## src/rtl/i2c_am_pkg.sv

```systemverilog
package i2c_am_pkg;

   typedef enum logic [1:0] {
      TIE_GND = 2'b00,
      TIE_VDD = 2'b01,
      TIE_SDA = 2'b10,
      TIE_SCL = 2'b11
   } tie_e;

   typedef enum logic [2:0] {
      PH_IDLE,
      PH_ADDR,
      PH_ACK,
      PH_PASS,
      PH_SKIP
   } phase_e;

   // first sample taken at START (SCL=1, SDA=0), second with SCL=0, SDA=1
   function automatic tie_e decode_tie(input logic at_start, input logic at_low);
      case ({at_start, at_low})
         2'b00:   decode_tie = TIE_GND;
         2'b11:   decode_tie = TIE_VDD;
         2'b01:   decode_tie = TIE_SDA;
         default: decode_tie = TIE_SCL;
      endcase
   endfunction

endpackage

```

## src/rtl/i2c_am_deglitch.sv

```systemverilog
module i2c_am_deglitch #(
   parameter int N_LINES     = 4,
   parameter int SYNC_STAGES = 2,
   parameter int FILT_LEN    = 4
) (
   input  logic               clk,
   input  logic               rst_n,
   input  logic [N_LINES-1:0] raw_i,
   output logic [N_LINES-1:0] clean_o
);

   localparam int CW = (FILT_LEN > 1) ? $clog2(FILT_LEN) : 1;

   if (SYNC_STAGES < 2) begin : g_bad_sync
      $error("i2c_am_deglitch: SYNC_STAGES must be at least 2");
   end
   if (FILT_LEN < 1) begin : g_bad_filt
      $error("i2c_am_deglitch: FILT_LEN must be at least 1");
   end

   for (genvar g = 0; g < N_LINES; g++) begin : g_line
      logic [SYNC_STAGES-1:0] sync_q;

      always_ff @(posedge clk or negedge rst_n) begin
         if (!rst_n) sync_q <= '1;
         else        sync_q <= {sync_q[SYNC_STAGES-2:0], raw_i[g]};
      end

      if (FILT_LEN <= 1) begin : g_bypass
         assign clean_o[g] = sync_q[SYNC_STAGES-1];
      end else begin : g_count
         logic [CW-1:0] run_q;
         logic          lvl_q;

         always_ff @(posedge clk or negedge rst_n) begin
            if (!rst_n) begin
               run_q <= '0;
               lvl_q <= 1'b1;
            end else if (sync_q[SYNC_STAGES-1] == lvl_q) begin
               run_q <= '0;
            end else if (run_q == CW'(FILT_LEN - 1)) begin
               lvl_q <= sync_q[SYNC_STAGES-1];
               run_q <= '0;
            end else begin
               run_q <= run_q + 1'b1;
            end
         end

         assign clean_o[g] = lvl_q;
      end
   end

endmodule

```

## src/rtl/i2c_am_cond.sv

```systemverilog
module i2c_am_cond (
   input  logic clk,
   input  logic rst_n,
   input  logic scl_i,
   input  logic sda_i,
   output logic start_p,
   output logic stop_p,
   output logic rise_p,
   output logic fall_p
);

   logic scl_q, sda_q;

   always_ff @(posedge clk or negedge rst_n) begin
      if (!rst_n) begin
         scl_q <= 1'b1;
         sda_q <= 1'b1;
      end else begin
         scl_q <= scl_i;
         sda_q <= sda_i;
      end
   end

   assign start_p = scl_q & scl_i & sda_q & ~sda_i;
   assign stop_p  = scl_q & scl_i & ~sda_q & sda_i;
   assign rise_p  = ~scl_q & scl_i;
   assign fall_p  = scl_q & ~scl_i;

endmodule

```

## src/rtl/i2c_am_strap_cls.sv

```systemverilog
module i2c_am_strap_cls
   import i2c_am_pkg::*;
#(
   parameter int N_STRAPS   = 2,
   parameter int SAMPLE_DLY = 2
) (
   input  logic                     clk,
   input  logic                     rst_n,
   input  logic                     first_i,
   input  logic                     arm_i,
   input  logic [N_STRAPS-1:0]      strap_i,
   output logic [N_STRAPS-1:0][1:0] code_o,
   output logic                     valid_o
);

   localparam int DW = $clog2(SAMPLE_DLY + 1);

   if (SAMPLE_DLY < 1) begin : g_bad_dly
      $error("i2c_am_strap_cls: SAMPLE_DLY must be at least 1");
   end

   logic [N_STRAPS-1:0]      first_q;
   logic [N_STRAPS-1:0][1:0] code_q;
   logic [DW-1:0]            dly_q;
   logic                     wait_q;
   logic                     valid_q;

   always_ff @(posedge clk or negedge rst_n) begin
      if (!rst_n) begin
         first_q <= '0;
         code_q  <= '0;
         dly_q   <= '0;
         wait_q  <= 1'b0;
         valid_q <= 1'b0;
      end else if (first_i) begin
         first_q <= strap_i;
         wait_q  <= 1'b0;
         valid_q <= 1'b0;
      end else if (arm_i) begin
         wait_q <= 1'b1;
         dly_q  <= '0;
      end else if (wait_q) begin
         if (dly_q == DW'(SAMPLE_DLY - 1)) begin
            wait_q  <= 1'b0;
            valid_q <= 1'b1;
            for (int k = 0; k < N_STRAPS; k++) begin
               code_q[k] <= decode_tie(first_q[k], strap_i[k]);
            end
         end else begin
            dly_q <= dly_q + 1'b1;
         end
      end
   end

   assign code_o  = code_q;
   assign valid_o = valid_q;

endmodule

```

## src/rtl/i2c_strap_addr_match.sv

```systemverilog
module i2c_strap_addr_match
   import i2c_am_pkg::*;
#(
   parameter int         ADDR_W      = 7,
   parameter logic [2:0] ADDR_PREFIX = 3'b100,
   parameter int         SYNC_STAGES = 2,
   parameter int         FILT_LEN    = 4,
   parameter int         SAMPLE_DLY  = 2,
   parameter int         HOLD_CLKS   = 12
) (
   input  logic clk,
   input  logic rst_n,
   input  logic scl_i,
   input  logic sda_i,
   input  logic strap_hi_i,
   input  logic strap_lo_i,
   output logic sda_pull_o,
   output logic match_o,
   output logic rw_o
);

   localparam int N_STRAPS = 2;
   localparam int SR_W     = ADDR_W + 1;
   localparam int BW       = $clog2(SR_W + 1);

   if (ADDR_W != 3 + 2 * N_STRAPS) begin : g_bad_addr
      $error("i2c_strap_addr_match: ADDR_W must equal prefix plus strap code bits");
   end
   if (SAMPLE_DLY >= HOLD_CLKS) begin : g_bad_hold
      $error("i2c_strap_addr_match: second strap sample must fall inside the SDA hold window");
   end

   // filtered lines: [0] SCL, [1] SDA, [2] low strap, [3] high strap
   logic [3:0] clean;
   logic       scl_c, sda_c;
   logic       start_p, stop_p, rise_p, fall_p;
   logic [N_STRAPS-1:0][1:0] code;
   logic       cls_valid;
   logic       arm_second;
   logic [ADDR_W-1:0] own_addr;

   phase_e          phase_q;
   logic [BW-1:0]   bit_q;
   logic [SR_W-1:0] shreg_q;
   logic            pull_q, match_q, rw_q;

   i2c_am_deglitch #(
      .N_LINES    (4),
      .SYNC_STAGES(SYNC_STAGES),
      .FILT_LEN   (FILT_LEN)
   ) u_deglitch (
      .clk    (clk),
      .rst_n  (rst_n),
      .raw_i  ({strap_hi_i, strap_lo_i, sda_i, scl_i}),
      .clean_o(clean)
   );

   assign scl_c = clean[0];
   assign sda_c = clean[1];

   i2c_am_cond u_cond (
      .clk    (clk),
      .rst_n  (rst_n),
      .scl_i  (scl_c),
      .sda_i  (sda_c),
      .start_p(start_p),
      .stop_p (stop_p),
      .rise_p (rise_p),
      .fall_p (fall_p)
   );

   // the fall that ends the first address bit arms the second strap sample
   assign arm_second = (phase_q == PH_ADDR) && fall_p && !start_p && !stop_p
                       && (bit_q == BW'(1));

   i2c_am_strap_cls #(
      .N_STRAPS  (N_STRAPS),
      .SAMPLE_DLY(SAMPLE_DLY)
   ) u_cls (
      .clk    (clk),
      .rst_n  (rst_n),
      .first_i(start_p),
      .arm_i  (arm_second),
      .strap_i(clean[3:2]),
      .code_o (code),
      .valid_o(cls_valid)
   );

   assign own_addr = {ADDR_PREFIX, code};

   always_ff @(posedge clk or negedge rst_n) begin
      if (!rst_n) begin
         phase_q <= PH_IDLE;
         bit_q   <= '0;
         shreg_q <= '0;
         pull_q  <= 1'b0;
         match_q <= 1'b0;
         rw_q    <= 1'b0;
      end else begin
         match_q <= 1'b0;
         if (stop_p) begin
            phase_q <= PH_IDLE;
            pull_q  <= 1'b0;
         end else if (start_p) begin
            phase_q <= PH_ADDR;
            bit_q   <= '0;
            pull_q  <= 1'b0;
         end else begin
            case (phase_q)
               PH_ADDR: begin
                  if (rise_p && (bit_q < BW'(SR_W))) begin
                     shreg_q <= {shreg_q[SR_W-2:0], sda_c};
                     bit_q   <= bit_q + 1'b1;
                  end else if (fall_p && (bit_q == BW'(SR_W))) begin
                     if (cls_valid && (shreg_q[SR_W-1:1] == own_addr)) begin
                        phase_q <= PH_ACK;
                        pull_q  <= 1'b1;
                        match_q <= 1'b1;
                        rw_q    <= shreg_q[0];
                     end else begin
                        phase_q <= PH_SKIP;
                     end
                  end
               end
               PH_ACK: begin
                  if (fall_p) begin
                     pull_q  <= 1'b0;
                     phase_q <= PH_PASS;
                  end
               end
               default: ;
            endcase
         end
      end
   end

   assign sda_pull_o = pull_q;
   assign match_o    = match_q;
   assign rw_o       = rw_q;

endmodule

```

## config.mk

```make
export PLATFORM = sky130hd
export DESIGN_NAME = i2c_strap_addr_match
export DESIGN_NICKNAME = d
export VERILOG_FILES = /design/src/rtl/i2c_am_pkg.sv /design/src/rtl/i2c_am_deglitch.sv /design/src/rtl/i2c_am_cond.sv /design/src/rtl/i2c_am_strap_cls.sv /design/src/rtl/i2c_strap_addr_match.sv
export SDC_FILE = /design/constraint.sdc
export NUM_CORES = 1
export LEC_CHECK = 0
export ABC_AREA = 1
export ABC_CLOCK_PERIOD_IN_PS = 2400
export BUFFER_PORTS_ARGS = -buffer_cell sky130_fd_sc_hd__buf_2
export CAP_MARGIN = 40
export CORE_MARGIN = 10
export CORE_UTILIZATION = 50
export CTS_BUF_LIST = sky130_fd_sc_hd__clkbuf_8
export CTS_CLUSTER_DIAMETER = 80
export CTS_CLUSTER_SIZE = 14
export DETAILED_ROUTE_END_ITERATION = 7
export PLACE_DENSITY = 0.76
export RECOVER_POWER = 100
export SLEW_MARGIN = 25
export SYNTH_ARGS = -nofsm -noshare
export SYNTH_HDL_FRONTEND = slang
export SYNTH_SLANG_ARGS = --single-unit
```

## constraint.sdc

```tcl
create_clock -name clk -period 2.4 [get_ports clk]
set_input_delay 0.24 -clock clk [delete_from_list [all_inputs] [get_ports clk]]
set_output_delay 0.24 -clock clk [all_outputs]
set_load 0.01 [all_outputs]
```

======== Word level (Yosys, flattened, before mapping) ========
Index checks and enable logic that the tools add are counted.
W data, S select, Z words.
cells by class
  eq/ne operators ......................... 24
  reduce and logical (&&, ||, !) cells .... 29
  $lt $le $gt $ge ......................... 1
  bitwise gates (word level) .............. 19
  add/sub/neg operators ................... 6
  muxes and demuxes ....................... 44
operator list
  cell                   count
  $mux W2                11
  $mux W1                20
  $mux W3                6
  $eq A2 B2 Y1 const B   6
  $mux W4                3
  $not A1 Y1             12
  $pmux W2 S3            2
  $reduce_and A4 Y1      3
  $add A2 B1 Y2 const B  5
  $reduce_bool A2 Y1     5
  $reduce_and A3 Y1      3
  $ne A4 B3 Y1 const B   2
  $ne A4 B4 Y1 const B   2
  $reduce_and A2 Y1      4
  $and A1 B1 Y1          7
  $eq A7 B7 Y1           1
  $logic_and A1 B1 Y1    7
  $eq A2 B1 Y1 const B   3
  $pmux W3 S2            1
  $reduce_and A6 Y1      1
  $reduce_and A5 Y1      1
  $add A4 B1 Y4 const B  1
  $eq A1 B1 Y1           4
  $eq A4 B1 Y1 const B   1
  9 further kinds        12
word-level totals
  register bits ........................... 50
  output and inout port bits .............. 3
  logic and storage cells ................. 149

======== Depth between registers and ports, before layout ========
  depth in word-level cells ............... 9
  depth in mapped cells ................... 11
  depth with buffers taken out ............ 11

======== Cells and area by module ========
Synthesis repeated with hierarchy kept, for this count alone.
second synthesis, totals
  cell total of the unflattened synthesis .. 280
  area total of the unflattened synthesis .. 2433.6 µm²
modules (own cells, without submodules)
  module                area each (µm²)  cells an instance  instances
  i2c_strap_addr_match  1048.5           139                1
  i2c_am_deglitch       775.7            72                 1
  i2c_am_strap_cls      515.5            56                 1
  i2c_am_cond           93.8             13                 1

======== Worst setup path before layout ========
No wires, ideal clock.
  path kind ............................... register -> register
  from .................................... reg u_deglitch.g_line[1].g_count.lvl_q
  to ...................................... reg pull_q, in the netlist sda_pull_o
  period minus slack after synthesis ...... 1.306 ns
  setup slack ............................. 1.094 ns
  library setup time ...................... 0.117 ns
  arrival ................................. 1.190 ns
  cell stages (with the launch flop) ...... 10
  data required time ...................... 2.283 ns
  cell sequence ........................... dfstp_2 > inv_1 > nor2_4 > nand2_2 > nand2_2 > nor2_1 > nor2_2 > nand2_1 > nand2_1 > nand2_1
on the way
  longest elaborated chain between the ends .. 4
RTL lines
  item                                                    RTL line                     text
  from (decl)                                             i2c_am_deglitch.sv:33        logic lvl_q;
  from (signal assigned)                                  i2c_am_deglitch.sv:42        lvl_q <= sync_q[SYNC_STAGES-1];
  $not A1 Y1                                              i2c_am_cond.sv:24            assign start_p = scl_q & scl_i & sda_q & ~sda_i;
  $and A1 B1 Y1                                           i2c_am_cond.sv:24
  $ne A4 B3 Y1 (no line) (tied with other cells)          --
  $reduce_and A5 Y1 (no line) or $mux W1 (tied branches)  --
  to (signal assigned)                                    i2c_strap_addr_match.sv:96   pull_q <= 1'b0;
  to (signal assigned)                                    i2c_strap_addr_match.sv:103  pull_q <= 1'b0;
  to (signal assigned)                                    i2c_strap_addr_match.sv:107  pull_q <= 1'b0;
  to (decl)                                               i2c_strap_addr_match.sv:45   logic pull_q, match_q, rw_q;
Parallel ways exist; a longest one is shown, timed or not.
A chain may end at the register's enable or synchronous reset.

======== Final worst setup path ========
  from .................................... reg u_deglitch.g_line[0].g_count.lvl_q
  to ...................................... reg pull_q, in the netlist sda_pull_o
on the way
  longest elaborated chain between the ends .. 5
RTL lines
  item                                                    RTL line
  from (decl)                                             i2c_am_deglitch.sv:33
  from (signal assigned)                                  i2c_am_deglitch.sv:42
  $and A1 B1 Y1 or $not A1 Y1 (tied branches)             i2c_am_cond.sv:24, i2c_am_cond.sv:25, i2c_am_cond.sv:27
  $and A1 B1 Y1, on equally long branches                 i2c_am_cond.sv:24, i2c_am_cond.sv:25, i2c_am_cond.sv:27
  $and A1 B1 Y1 (tied with other cells)                   i2c_am_cond.sv:24
  $ne A4 B3 Y1 (no line) (tied with other cells)          --
  $reduce_and A5 Y1 (no line) or $mux W1 (tied branches)  --
Parallel ways exist; a longest one is shown, timed or not.

==> impl_metrics.csv <==
group,metric,value,unit
run_status,outcome,"completed",
global_route,grt.total_usage,11.05,%
final_layout,final_cell_mix,"nand2_1, inv_1, dfrtp_1, o21ai_0, nor2_1",
worst_setup_path,path_max_fanout,12,
routing,avgRoutedWirePerCell,11.68,um
timing,fmax,549.2,MHz
routing,highest_layer,"met4",
global_route,antenna_found_initial,0,
final_layout,final_area,0.002449,mm2
yosys,syn_nets,259,
global_route,gr-total-overflow,0,
timing,min_period_over_period,75.87,%
yosys,synth-seq-cells,50,
global_route,grt_pass1_vias,1604,
clock_network,clkTransAtPathRegs,0.09,ns
clock_network,root_buffer,"clkbuf_8",
yosys,synth.top_cell.area_share,40.16,%
worst_setup_path,worstSetupPathType,"register to register",
floorplan,die_area,0.007566,mm2
yosys,synth.distinct_cells,24,
pwr,seqPwrFrac,53.1,%
pwr,ir_worst_vdd,412.2,uV
worst_setup_path,crit_chain,"nand2_2 > inv_1 > nand2_1 > nand2_2 > nor2_1 > nor2_2 > nand2_1 > nand2_1 > nand2_1",
routing,wl_met2,1.719,mm
routing,via_per_inst,4.815,
timing,tns,0,ns
place,port-buffer-count,8,
worst_setup_path,cp_slowest_cell,"dfstp_1",
worst_setup_path,setup.worst_path.start_class,"register",
routing,firstDrtPassIters,4,
worst_setup_path,crit_path_frequent_cell,"nand2_1",
pwr,p_comb_share,19.7,%
worst_setup_path,reg2reg_from,"u_deglitch.g_line[0].g_count.lvl_q$_DFFE_PN1P_",
worst_setup_path,worstSetupEndpointType,"register",
worst_setup_path,required,2.58,ns
yosys,synth_area_leaders,"dfrtp_1, dfstp_2, nand2_1",
pwr,total_power,2.158,mW
worst_setup_path,r2r_cells,9,
worst_setup_path,worstPathArrival,2.00,ns
final_layout,drive_gt1_share,11.72,%
yosys,synth_area_per_cell,9.309,um2
routing,drt_iter0_drc,99,
global_route,grt_pass1_wl,6.851,mm
final_layout,final_common_cell,"nand2_1",
timing,tightest_slew,0.8908,ns
timing,relSlewSlack,40.61,%
routing,met1_length,1.693,mm
worst_setup_path,critPathMaxStageDelay,0.63,ns
worst_hold_path,worstHoldStart,"sda_i",
timing,clock_skew,0.007310,ns
clock_network,cts.sinks,50,
floorplan,core,0.004354,mm2
final_layout,fillers,387,
worst_setup_path,reg2reg_setup_slack,0.58,ns
place,gp_congestion,0.8320,
place,place_area,0.002344,mm2
final_layout,antenna_cells,0,
pwr,clockPowerShare,27.2,%
timing,drv_slew,0,
yosys,yosys_warnings,0,
clock_network,cts_tree,"built",
timing,hold_violations,0,
global_route,grt_max_degree,36,
clock_network,cts_buffers,5,
flow_run,max_cap_viol_count,0,
timing,setup_viol,0,
floorplan,rows,24,
clock_network,cts.htree.levels,2,
routing,num_vias,1483,
clock_network,clock_latency,0.29,ns
routing,route.detailed.drc,0,
clock_network,cts_setup_buffers,0,
yosys,yosysSeqAreaShare,56.55,%
routing,wl,3.597,mm
yosys,syn_area,0.002243,mm2
place,dp_slack,0.8301,ns
final_layout,nNetsFinal,274,
worst_hold_path,hold_class,"primary input to register",
worst_hold_path,min_path_cells,1,
yosys,syn_inst,241,
timing,finalCriticalPeriod,1.821,ns
floorplan,die_w,86.99,um
floorplan,start_util,51.52,%
place,dp_hpwl,2.593,mm
timing,holdWs,0.03430,ns
worst_setup_path,timing.rr.end,"sda_pull_o$_DFFE_PN0P_",
routing,wl_met3,136,um
pwr,p_leak,1.217,nW
worst_hold_path,min_to,"u_deglitch.g_line[1].sync_q[0]$_DFF_PN1_",
timing,rsz0062_at_grt,"no",
yosys,yosysTopAreaCell,"dfrtp_1",
floorplan,fp.dieH,86.99,um
final_layout,syn2layout_area_growth,9.147,%
routing,ant_nets,0,
pwr,switching_share,29.15,%
clock_network,cts_buffer_depth,2,
pwr,p_switching,0.6290,mW
timing,fin_ws,0.5791,ns
floorplan,pin_count,9,
pwr,p_int,1.529,mW
pwr,powerDensity,881.4,mW/mm2
-- worst max-delay path, delay by kind of cell, from the launching register on --
kind | cells | cell delay, ns
DFF | 1 | 0.63
buffers and inverters | 1 | 0.12
and+or+nand+nor | 8 | 0.97
-- layout make-up --
class	count	area [um2]	area share (%)
clock inverters	1	30.03	1.226
multi-input cells	150	803.3	32.81
well taps	52	65.06	2.657
flip-flops and latches	50	1269	51.81
inverters	38	142.6	5.825
repair buffers	11	56.30	2.299
clock buffers	6	82.58	3.373
-- power by group through the flow --
stage / clock network, mW / logic (mW) / registers, mW
5_1_grt: 0.636 / 0.534 / 1.17
2_1_floorplan: 0 / 0.338 / 1.15
3_5_place_dp: 0 / 0.441 / 1.17
6_report: 0.587 / 0.426 / 1.15
3_3_place_gp: 0 / 0.424 / 1.16
4_1_cts: 0.609 / 0.445 / 1.16
-- timing repair --
item / CTS / global route
gates resized for setup: 0 / 0
hold endpoints to repair: 13 / 0
hold buffers: 1 / 0
endpoints found under the setup margin: 0 / 0
-- cell usage after synthesis (all sizes together) --
cell type / instances
o22ai: 2
nand3: 15
inv: 38
clkbuf: 1
dfstp: 14
xnor2: 6
nor3: 4
nand2: 62
buf: 2
dfrtp: 36
ha: 12
nand4: 3
xor2: 1
o21ai: 23
nor2: 20
a21oi: 2
-- metrics by stage --
stage / cells / utilization [%]
finish: 308 / 56.24
global route: 308 / 56.24
CTS: 308 / 56.64
detailed placement: 300 / 53.82
global placement: 300 / 53.82
floorplan: 241 / -
-- kinds of logic (layout without fill, tap and decap cells) --
logic type | after synthesis | count (layout) | synth area share [%]
compound gates | 27 | 27 | 6.135
simple gates | 104 | 104 | 20.64
fa+ha+maj | 12 | 12 | 6.693
xor+xnor | 7 | 7 | 2.733
flops | 50 | 50 | 56.55
buf+inv | 41 | 56 | 7.250
-- registers in the layout, summed over array words and instances (netlist names), 2 cells and up --
| name | cells |
|---|---|
| bit_q | 4 |
| phase_q | 3 |
| shreg_q | 8 |
| u_cls.code_o | 4 |
| u_cls.dly_q | 2 |
| u_cls.first_q | 2 |
| u_deglitch.g_line.g_count.lvl_q | 4 |
| u_deglitch.g_line.g_count.run_q | 8 |
| u_deglitch.g_line.sync_q | 8 |
-- worst max-delay path by stage --
stage	start	endpoint	slack [ns]	cells past startpoint
floorplan	u_deglitch.g_line[1].g_count.lvl_q$_DFFE_PN1P_	sda_pull_o$_DFFE_PN0P_	1.09	9
global placement	u_deglitch.g_line[0].g_count.lvl_q$_DFFE_PN1P_	sda_pull_o$_DFFE_PN0P_	0.85	9
detailed placement	u_deglitch.g_line[0].g_count.lvl_q$_DFFE_PN1P_	sda_pull_o$_DFFE_PN0P_	0.83	9
CTS	u_deglitch.g_line[0].g_count.lvl_q$_DFFE_PN1P_	sda_pull_o$_DFFE_PN0P_	0.81	9
global route	u_deglitch.g_line[0].g_count.lvl_q$_DFFE_PN1P_	sda_pull_o$_DFFE_PN0P_	0.35	9
finish	u_deglitch.g_line[0].g_count.lvl_q$_DFFE_PN1P_	sda_pull_o$_DFFE_PN0P_	0.58	9
-- metal layers --
metal	track usage (%)	vias up
li1	-	780
met1	12.46	683
met3	2.903	5
met2	19.39	15
met4	4.124	0
met5	0	-
(Power assumes the default switching activity.)
